`src/rtl/spi_cmd_pkg.sv`:
```
package spi_cmd_pkg;

  localparam int ADDR_W = 5;

  typedef enum logic [1:0] {
    PH_OPCODE = 2'd0,
    PH_COUNT  = 2'd1,
    PH_DATA   = 2'd2
  } phase_t;

  typedef struct packed {
    logic       rst;
    logic [1:0] start;
    logic [1:0] stop;
    logic [1:0] rdata;
    logic [5:0] cal;
    logic       rd_acc;
    logic       wr_acc;
  } op_dec_t;

  function automatic op_dec_t decode_op(input logic [7:0] b);
    op_dec_t d;
    d = '0;
    case (b[7:5])
      3'b001: d.rd_acc = 1'b1;
      3'b010: d.wr_acc = 1'b1;
      3'b000: begin
        case (b[4:1])
          4'h3: d.rst      = 1'b1;
          4'h4: d.start[0] = 1'b1;
          4'h5: d.stop[0]  = 1'b1;
          4'h6: d.start[1] = 1'b1;
          4'h7: d.stop[1]  = 1'b1;
          4'h9: d.rdata[0] = 1'b1;
          4'hA: d.rdata[1] = 1'b1;
          default: ;
        endcase
        case (b[4:0])
          5'h16: d.cal[0] = 1'b1;
          5'h17: d.cal[1] = 1'b1;
          5'h19: d.cal[2] = 1'b1;
          5'h1B: d.cal[3] = 1'b1;
          5'h1C: d.cal[4] = 1'b1;
          5'h1E: d.cal[5] = 1'b1;
          default: ;
        endcase
      end
      default: ;
    endcase
    return d;
  endfunction

endpackage

```
`src/rtl/spi_sync.sv`:
```
module spi_sync #(
  parameter int             W       = 1,
  parameter int             STAGES  = 2,
  parameter logic [W-1:0]   RST_VAL = '0
) (
  input  logic         clk,
  input  logic         rst_n,
  input  logic [W-1:0] d,
  output logic [W-1:0] q
);
  logic [W-1:0] chain [STAGES];

  generate
    for (genvar s = 0; s < STAGES; s++) begin : g_stage
      if (s == 0) begin : g_first
        always_ff @(posedge clk or negedge rst_n)
          if (!rst_n) chain[0] <= RST_VAL;
          else        chain[0] <= d;
      end else begin : g_next
        always_ff @(posedge clk or negedge rst_n)
          if (!rst_n) chain[s] <= RST_VAL;
          else        chain[s] <= chain[s-1];
      end
    end
  endgenerate

  assign q = chain[STAGES-1];
endmodule

```
`src/rtl/spi_byte_rx.sv`:
```
module spi_byte_rx (
  input  logic       clk,
  input  logic       rst_n,
  input  logic       sel,
  input  logic       smp,
  input  logic       din,
  output logic       byte_vld,
  output logic [7:0] byte_q
);
  logic [2:0] bitcnt;
  logic [6:0] sh;

  always_ff @(posedge clk or negedge rst_n) begin
    if (!rst_n) begin
      bitcnt   <= '0;
      sh       <= '0;
      byte_vld <= 1'b0;
      byte_q   <= '0;
    end else begin
      byte_vld <= 1'b0;
      if (!sel) begin
        bitcnt <= '0;
      end else if (smp) begin
        sh     <= {sh[5:0], din};
        bitcnt <= bitcnt + 3'd1;
        if (bitcnt == 3'd7) begin
          byte_vld <= 1'b1;
          byte_q   <= {sh, din};
        end
      end
    end
  end


  cs_clears_bits_chk: assert property (@(posedge clk) disable iff (!rst_n)
    !sel |=> bitcnt == 3'd0);


  byte_after_edge_chk: assert property (@(posedge clk) disable iff (!rst_n)
    byte_vld |-> $past(smp));
endmodule

```
`src/rtl/cmd_regfile.sv`:
```
module cmd_regfile #(
  parameter int NREGS  = 8,
  parameter int ADDR_W = 5
) (
  input  logic                clk,
  input  logic                rst_n,
  input  logic                we,
  input  logic [ADDR_W-1:0]   waddr,
  input  logic [7:0]          wdata,
  input  logic [ADDR_W-1:0]   raddr,
  output logic [7:0]          rdata,
  output logic [NREGS*8-1:0]  flat
);
  logic [7:0] mem [NREGS];

  generate
    for (genvar i = 0; i < NREGS; i++) begin : g_reg
      always_ff @(posedge clk or negedge rst_n)
        if (!rst_n)                            mem[i] <= '0;
        else if (we && waddr == ADDR_W'(i))    mem[i] <= wdata;
      assign flat[i*8 +: 8] = mem[i];
    end
  endgenerate

  always_comb begin
    rdata = '0;
    for (int i = 0; i < NREGS; i++)
      if (raddr == ADDR_W'(i)) rdata = mem[i];
  end


  oob_write_ignored_chk: assert property (@(posedge clk) disable iff (!rst_n)
    (we && int'(waddr) >= NREGS) |=> $stable(flat));
endmodule

```
`src/rtl/spi_cmd_front.sv`:
```
module spi_cmd_front
  import spi_cmd_pkg::*;
#(
  parameter int NREGS  = 8,
  parameter int CONV_W = 24
) (
  input  logic                clk,
  input  logic                rst_n,
  input  logic                spi_sclk,
  input  logic                spi_cs_n,
  input  logic                spi_mosi,
  output logic                spi_miso,
  input  logic                conv_valid,
  input  logic [CONV_W-1:0]   conv_data,
  output logic                conv_ready,
  output logic                cmd_reset,
  output logic [1:0]          cmd_start,
  output logic [1:0]          cmd_stop,
  output logic [1:0]          cmd_rdata,
  output logic [5:0]          cmd_cal,
  output logic [NREGS*8-1:0]  cfg_regs
);
  localparam int CNT_W = ADDR_W;

  logic sclk_s, cs_s, mosi_s, sclk_d;
  logic fall, sel;
  logic byte_vld;
  logic [7:0] byte_q;
  op_dec_t dec;

  phase_t              ph;
  logic                is_wr;
  logic [ADDR_W-1:0]   ptr;
  logic [CNT_W-1:0]    cnt;
  logic [7:0]          tx;
  logic                conv_rd;
  logic [CONV_W-1:0]   conv_sh;

  logic                rf_we;
  logic [ADDR_W-1:0]   rf_raddr;
  logic [7:0]          rf_rdata;

  spi_sync #(.W(3), .STAGES(2), .RST_VAL(3'b010)) u_sync (
    .clk   (clk),
    .rst_n (rst_n),
    .d     ({spi_sclk, spi_cs_n, spi_mosi}),
    .q     ({sclk_s, cs_s, mosi_s})
  );

  always_ff @(posedge clk or negedge rst_n)
    if (!rst_n) sclk_d <= 1'b0;
    else        sclk_d <= sclk_s;

  assign fall = sclk_d & ~sclk_s;
  assign sel  = ~cs_s;

  spi_byte_rx u_rx (
    .clk      (clk),
    .rst_n    (rst_n),
    .sel      (sel),
    .smp      (fall),
    .din      (mosi_s),
    .byte_vld (byte_vld),
    .byte_q   (byte_q)
  );

  assign dec = decode_op(byte_q);

  assign rf_we    = sel && byte_vld && ph == PH_DATA && is_wr;
  assign rf_raddr = (ph == PH_DATA) ? ptr + ADDR_W'(1) : ptr;

  cmd_regfile #(.NREGS(NREGS), .ADDR_W(ADDR_W)) u_rf (
    .clk   (clk),
    .rst_n (rst_n),
    .we    (rf_we),
    .waddr (ptr),
    .wdata (byte_q),
    .raddr (rf_raddr),
    .rdata (rf_rdata),
    .flat  (cfg_regs)
  );

  assign conv_ready = (ph == PH_OPCODE);

  always_ff @(posedge clk or negedge rst_n) begin
    if (!rst_n) begin
      ph        <= PH_OPCODE;
      is_wr     <= 1'b0;
      ptr       <= '0;
      cnt       <= '0;
      tx        <= '0;
      conv_rd   <= 1'b0;
      conv_sh   <= '0;
      cmd_reset <= 1'b0;
      cmd_start <= '0;
      cmd_stop  <= '0;
      cmd_rdata <= '0;
      cmd_cal   <= '0;
    end else begin
      cmd_reset <= 1'b0;
      cmd_start <= '0;
      cmd_stop  <= '0;
      cmd_rdata <= '0;
      cmd_cal   <= '0;
      if (!sel) begin
        ph      <= PH_OPCODE;
        conv_rd <= 1'b0;
      end else begin
        if (fall) begin
          if (ph == PH_DATA && !is_wr) tx <= {tx[6:0], 1'b0};
          if (conv_rd) conv_sh <= conv_sh << 1;
        end
        if (byte_vld) begin
          case (ph)
            PH_OPCODE: begin
              cmd_reset <= dec.rst;
              cmd_start <= dec.start;
              cmd_stop  <= dec.stop;
              cmd_rdata <= dec.rdata;
              cmd_cal   <= dec.cal;
              if (dec.rd_acc || dec.wr_acc) begin
                ph      <= PH_COUNT;
                is_wr   <= dec.wr_acc;
                ptr     <= byte_q[ADDR_W-1:0];
                conv_rd <= 1'b0;
              end else if (|dec.rdata) begin
                conv_rd <= 1'b1;
              end
            end
            PH_COUNT: begin
              cnt <= byte_q[CNT_W-1:0];
              ph  <= PH_DATA;
              tx  <= rf_rdata;
            end
            PH_DATA: begin
              ptr <= ptr + ADDR_W'(1);
              tx  <= rf_rdata;
              if (cnt == '0) ph  <= PH_OPCODE;
              else           cnt <= cnt - CNT_W'(1);
            end
            default: ph <= PH_OPCODE;
          endcase
        end
      end
      if (conv_valid && conv_ready) conv_sh <= conv_data;
    end
  end

  always_comb begin
    if (ph == PH_DATA && !is_wr) spi_miso = tx[7];
    else if (conv_rd)            spi_miso = conv_sh[CONV_W-1];
    else                         spi_miso = 1'b0;
  end


  single_strobe_chk: assert property (@(posedge clk) disable iff (!rst_n)
    $onehot0({cmd_reset, cmd_start, cmd_stop, cmd_rdata, cmd_cal}));


  reset_pulse_width_chk: assert property (@(posedge clk) disable iff (!rst_n)
    cmd_reset |=> !cmd_reset);


  busy_holds_word_chk: assert property (@(posedge clk) disable iff (!rst_n)
    (ph != PH_OPCODE) |=> $stable(conv_sh));


  cs_abort_chk: assert property (@(posedge clk) disable iff (!rst_n)
    !sel |=> ph == PH_OPCODE);


  write_advances_chk: assert property (@(posedge clk) disable iff (!rst_n)
    rf_we |=> ptr == $past(ptr) + ADDR_W'(1));
endmodule

```
`config.mk`:
```
export PLATFORM = sky130hd
export DESIGN_NAME = spi_cmd_front
export DESIGN_NICKNAME = d
export VERILOG_FILES = /design/src/rtl/spi_cmd_pkg.sv /design/src/rtl/spi_sync.sv /design/src/rtl/spi_byte_rx.sv /design/src/rtl/cmd_regfile.sv /design/src/rtl/spi_cmd_front.sv
export SDC_FILE = /design/constraint.sdc
export NUM_CORES = 1
export LEC_CHECK = 0
export ABC_CLOCK_PERIOD_IN_PS = 3400
export BUFFER_PORTS_ARGS = -buffer_cell sky130_fd_sc_hd__buf_2
export CAP_MARGIN = 30
export CORE_MARGIN = 5
export CORE_UTILIZATION = 33
export DETAILED_ROUTE_END_ITERATION = 8
export MAX_ROUTING_LAYER = met4
export SETUP_SLACK_MARGIN = 0.2
export SLEW_MARGIN = 20
export SYNTH_ARGS = -nofsm -noshare
export SYNTH_HDL_FRONTEND = slang
export SYNTH_SLANG_ARGS = --single-unit
```
`constraint.sdc`:
```
create_clock -name clk -period 3.4 [get_ports clk]
set_clock_uncertainty 0.05 [all_clocks]
set_input_delay 0.34 -clock clk [delete_from_list [all_inputs] [get_ports clk]]
set_output_delay 0.34 -clock clk [all_outputs]
set_load 0.01 [all_outputs]
```
Yosys cells after proc, flatten, opt, wreduce, memory -nomap -nowiden
Cells that the tools add are included.
- bits in registers: 149
- bits in latches: 0
- memory bits (writable): 0
- bits in read-only memories: 0
- bits of input ports: 30
- output and inout port bits: 79
- logic and storage cells: 177
- memories kept: 0
- add/subtract/negate cells: 3
- multiply operators: 0
- div/mod/pow operators: 0
- magnitude comparators: 0
- equality and inequality tests: 37
- shifts and indexed selects: 0
- multiplexer cells: 69
- bitwise gates (word level): 3
- reductions and logical operators: 38
- operators with widths (cell ; number):
    24-bit 2-to-1 mux ; 4
    8-bit 2-to-1 mux ; 12
    5-bit by 3-bit == test with 1-bit output (second input constant) ; 8
    5-bit == test (second input constant) ; 6
    1-bit 2-to-1 mux ; 28
    2-bit 2-to-1 mux ; 13
    5-bit by 2-bit == test with 1-bit output (second input constant) ; 4
    5-bit case mux with 2 select lines ; 2
    6-bit 2-to-1 mux ; 3
    4-bit by 3-bit == test with 1-bit output (second input constant) ; 4
    5-bit zero test ; 3
    5-bit 2-to-1 mux ; 3
    2-bit nonzero test ; 7
    1-bit logical AND ; 13
    13-bit 2-to-1 mux ; 1
    3-bit AND reduction ; 4
    4-bit AND reduction ; 3
    5-bit by 1-bit == test with 1-bit output (second input constant) ; 2
    4-bit == test (second input constant) ; 2
    3-bit 2-to-1 mux ; 2
    3-bit by 1-bit != test with 1-bit output (second input constant) ; 2
    2-bit case mux with 3 select lines ; 1
    5-bit by 1-bit adder with 5-bit output (second input constant) ; 1
    5-bit by 1-bit subtractor with 5-bit output (second input constant) ; 1
    other kinds (18) ; 21

Depth between registers and ports, before layout
- depth in word-level cells: 13
- depth in mapped cells: 10
- depth with buffers taken out: 7

Modules after synthesis
Synthesis repeated with hierarchy kept, for this count alone.
- cell total of the unflattened synthesis: 603
- area, all modules: 7026.7 um^2
- by module, submodules not included (module ; instances ; cells each ; area each (um^2) ; seq. area each (um^2)):
    cmd_regfile ; 1 ; 245 ; 3118.0 ; 1601.5
    spi_cmd_front ; 1 ; 303 ; 2981.6 ; 1501.4
    spi_byte_rx ; 1 ; 46 ; 752.0 ; 475.5
    spi_sync ; 1 ; 9 ; 175.2 ; 152.6

Worst setup path before layout
No wires, ideal clock.
- kind: register -> register
- start: register ptr[0]
- end: register tx[1]
- data arrival time: 2.372 ns
- required time: 3.225 ns
- slack: 0.853 ns
- cell stages (with the launch flop): 10
- period minus slack after synthesis: 2.547 ns
- cell sequence: dfrtp_1 buf_4 buf_4 inv_1 ha_1 buf_2 mux4_2 mux2i_1 o32ai_1 o2bb2ai_1
- cells in the longest elaborated chain, start to end: 13
- elaborated cells on any way between the ends: 20
- those cells by class: add/sub (1); eq/ne (7); mux (11); reduce/logical (1)
- ends and longest elaborated chain (element ; line ; RTL):
    start, declared ; spi_cmd_front.sv:33 ; logic [ADDR_W-1:0] ptr;
    start signal, assigned ; spi_cmd_front.sv:124 ; ptr <= byte_q[ADDR_W-1:0];
    start signal, assigned ; spi_cmd_front.sv:136 ; ptr <= ptr + ADDR_W'(1);
    5-bit by 1-bit adder with 5-bit output ; spi_cmd_front.sv:70 ; assign rf_raddr = (ph == PH_DATA) ? ptr + ADDR_W'(1) : ptr;
    5-bit 2-to-1 mux * ; spi_cmd_front.sv:70 ;
    5-bit zero test ; cmd_regfile.sv:28 ; if (raddr == ADDR_W'(i)) rdata = mem[i];
    8-bit 2-to-1 mux (7 in series) ; cmd_regfile.sv:28 ;
    8-bit 2-to-1 mux * ; cmd_regfile.sv:28 ;
    8-bit 2-to-1 mux * ; spi_cmd_front.sv:114 ; case (ph)
    8-bit 2-to-1 mux * ; spi_cmd_front.sv:113 ; if (byte_vld) begin
    end signal, assigned ; spi_cmd_front.sv:110 ; if (ph == PH_DATA && !is_wr) tx <= {tx[6:0], 1'b0};
    end signal, assigned ; spi_cmd_front.sv:133 ; tx <= rf_rdata;
    end signal, assigned ; spi_cmd_front.sv:137 ; tx <= rf_rdata;
    end, declared ; spi_cmd_front.sv:35 ; logic [7:0] tx;
Every way passes the cells marked *; elsewhere a longest branch is shown, timed or not.
A chain may end at the register's enable or synchronous reset.

Worst setup path in the final report
- start: register ph[0]
- end: register tx[0]
- cells in the longest elaborated chain, start to end: 13
- elaborated cells on any way between the ends: 25
- those cells by class: eq/ne (9); mux (13); reduce/logical (3)
- ends and longest elaborated chain (element ; line ; RTL):
    start, declared ; spi_cmd_front.sv:31 ; phase_t ph;
    start signal, assigned ; spi_cmd_front.sv:87 ; ph <= PH_OPCODE;
    start signal, assigned ; spi_cmd_front.sv:106 ; ph <= PH_OPCODE;
    start signal, assigned ; spi_cmd_front.sv:122 ; ph <= PH_COUNT;
    2-bit == test ; spi_cmd_front.sv:70, spi_cmd_front.sv:110, spi_cmd_front.sv:114 ;
    5-bit 2-to-1 mux ; spi_cmd_front.sv:70 ;
    5-bit zero test ; cmd_regfile.sv:28 ;
    8-bit 2-to-1 mux (8 in series) ; cmd_regfile.sv:28 ;
    8-bit 2-to-1 mux ; spi_cmd_front.sv:114 ;
    8-bit 2-to-1 mux * ; spi_cmd_front.sv:113 ;
Marks and branches as above.

==> summary.md <==
| Metric | Value |
|---|---|
| Status | finished clean |
| Post-synth EDFFs | 0 |
| Die H | between 150 and 200 um |
| Critical Path RT | between 3000 and 4000 ps |
| Endpoints failing setup | 0 |
| Synth Area per Inst | 11.51 um^2 |
| Most common cell in the netlist | dfrtp_1 |
| Synth cell types | between 60 and 70 |
| I/O pin cnt | 109 |
| Worst Hold Launch | conv_data[0] |
| Port-buffer cells | 108 |
| Final Max Slew Viols | 0 |
| Synth Net Count | 679 |
| Syn-to-layout area delta | 19.41% |
| DIE AREA | 0.02530 mm^2 |
| Slew @ Worst Pin | 827.7 ps |
| Root Buffer | clkbuf_16 |
| Final net count | 782 |
| First-pass GRT wire length | around 32000 um |
| Antenna Cells | 0 |
| GRT overflow | 0 |
| H-Tree Level Count | 4 |
| RSZ-0062 raised after global routing | no |
| Largest net degree at the start of global routing | between 80 and 90 |
| HPWL after DPL | 13940 um |
| Setup TNS | 0 ps |
| Async SR Flop Fraction | 100.0% |
| Fin cells | 1033 |
| Skew-Pair Late Insertion Delay | 430 ps |
| Reg-to-reg critical path startpoint | ph[0] |
| Vias | around 5.4k |
| Min-delay worst type | in2reg |
| Yosys top cell by area | dfrtp_1 |
| CTS sink count | 149 |
| Placed cells | roughly 1000 |
| First-pass DRT Iterations | 5 |
| GP Congestion | 0.8387 |
| Final Cycle Share | 75.43% |
| Flop-to-flop setup slack | 840 ps |
| Post-CTS sizing | 0 |
| Vias/cell | ~5.2 |
| Crit path kind | reg2reg |
| CP Launch Type | flip-flop |
| Synth top area share | about half |
| CP arrival | 2790 ps |
| Global Route Usage Sum | 16.19% |
| CTS buffer count | 17 |
| DRC | 0 |
| CTS clk-pin slew, worst paths | 60 ps |
| WL/cell | 19.14 um |
| CP max FO | 22 |
| Max-cap violation count | 0 |
| Most used DFF post-synth | dfrtp_1 |
| 1st-iter DRT viols | ~400 |
| Routed wire length | 19770 um |
| CTS max path bufs | 2 |
| Slew headroom | 44.82% |
| Row count | 54 |
| Seq cells post-synth | 149 |
| Vias in the first global route | 5515 |
| CTS tree | yes |
| Max Freq | 389.9 MHz |
| Synth warn | 0 |
| Worst Setup End Kind | flip-flop |
| Hold Fails Final Rpt | 0 |
| Top post-synthesis cells by area | dfrtp_1 50%, mux2_2 12%, mux2i_1 4.1% |
| Initial Util | roughly a third |
| Peak VDD IR | 0.0002988 V |
| Final ANT Viol Nets | 0 |
| Die W | 159.0 um |
| Layout cells sized above 1 | between 30% and 40% |
| Cells after Synth | 637 |
| Initial antenna violation count | 0 |
| CORE AREA | 0.02182 mm^2 |
| PwrDens | 444.2 mW/mm^2 |
| Critical Path Source | ph[0] |
| Final min period | about 2600 ps |
| Sequential fraction of the synthesis area | 50.90% |
| Static leakage | 4.212 nW |
| Netlist Area Pre-Place | 0.007331 mm^2 |
| Commonest cells in the netlist | 147 x dfrtp_1, 79 x mux2_2, 56 x nand2_1 |
state kept, by name, indices dropped and copies added, names as in the netlist, 2 cells and up:
signal	flops
u_rx.sh	7
ptr	5
u_rf.flat	64
cnt	5
cmd_stop	2
ph	2
cmd_start	2
u_rx.byte_q	8
cmd_rdata	2
tx	8
u_sync.chain	3
cmd_cal	6
conv_sh	24
u_sync.q	3
u_rx.bitcnt	3
worst paths after layout:
check / end / cells past startpoint
setup / recovery: tx[0] / 7
hold / removal: conv_sh[0] / 2
setup reg to reg: tx[0] / 7
hold reg to reg: u_sync.q[0] / 0
max in group asynchronous: u_rf.flat[31] / 3
min in group asynchronous: conv_sh[20] / 2
critical path, stage by stage (launching register included):
cell,delay [ps]
dfrtp_1,410
inv_1,100
ha_1,190
buf_4,260
xor2_2,390
mux4_1,610
a22oi_1,250
o221ai_1,150
cell type report:
type	instances	area, um^2
fillers	2128	13070
well taps	280	350.3
inverters	14	52.55
clock buffers	18	439.2
multi-input cells	431	3346
flip-flops and latches	149	3731
clock inverters	14	131.4
repair buffers	127	703.2
logic make-up (layout without fill, tap and decap cells):
family	count (synthesis)	after routing	share of synthesized area [%]
adders and majority gates	12	12	2.048
AOI/OAI and AO/OA	145	145	12.65
muxes	123	123	20.43
xor gates and xnor gates	4	4	0.5804
buffers and inverters	57	173	3.516
DFF	149	149	50.90
and+or+nand+nor	147	147	9.882
report_power, final:
group | switching, W | internal, W | leakage (nW)
Combinational | 0.0000879 | 0.0000780 | 1.91
Clock | 0.000835 | 0.000993 | 0.286
Sequential | 0.0000450 | 0.00185 | 2.01
Total | 0.000968 | 0.00292 | 4.21
cell usage in the layout, fill, tap and decap left out, drive strengths merged, types with 4 or more instances in the layout:
cell,count
nor2,31
ha,12
o221ai,4
buf,123
or2,4
nand2,60
nor3,12
mux2,80
nand2b,4
o22ai,15
o21ai,49
a21oi,32
mux2i,30
inv,25
nand3,6
clkbuf,18
mux4,13
a222oi,5
and2,6
nor2b,6
nor4,4
dfrtp,147
o2bb2ai,5
o32ai,4
dlygate4sd3,4
xor2,4
stage by stage:
stage | total power, W | hold WS [ps] | setup slack [ps] | util (%) | cell area (um^2)
final | 0.003888 | 139.7 | 835.3 | 40.11 | 8753
after global routing | 0.004048 | 124.1 | 658.5 | 40.11 | 8753
after CTS | 0.003943 | 119.0 | 811.0 | 40.11 | 8753
after detailed placement | 0.002095 | 289.5 | 864.9 | 37.31 | 8143
after global placement | 0.002088 | 290.3 | 910.3 | 37.26 | 8132
after floorplan | 0.002007 | -5.591 | 852.7 | - | 7331
metal layers:
metal  part of all wire [%]  up-vias  GRT usage [%]  routed length, um
met4                    1.1        0          3.567                223
met1                     48     2702          22.83               9451
li1                       -     2543              -                  -
met5                      0        -              -                  0
met3                    5.3       16          3.754               1041
met2                     46      157          23.93               9056
repair_timing:
action,CTS,global route
endpoints found under the hold margin,83,0
buffers inserted,0,0
hold buffers,4,0
Power figures use the tool's default switching activity.
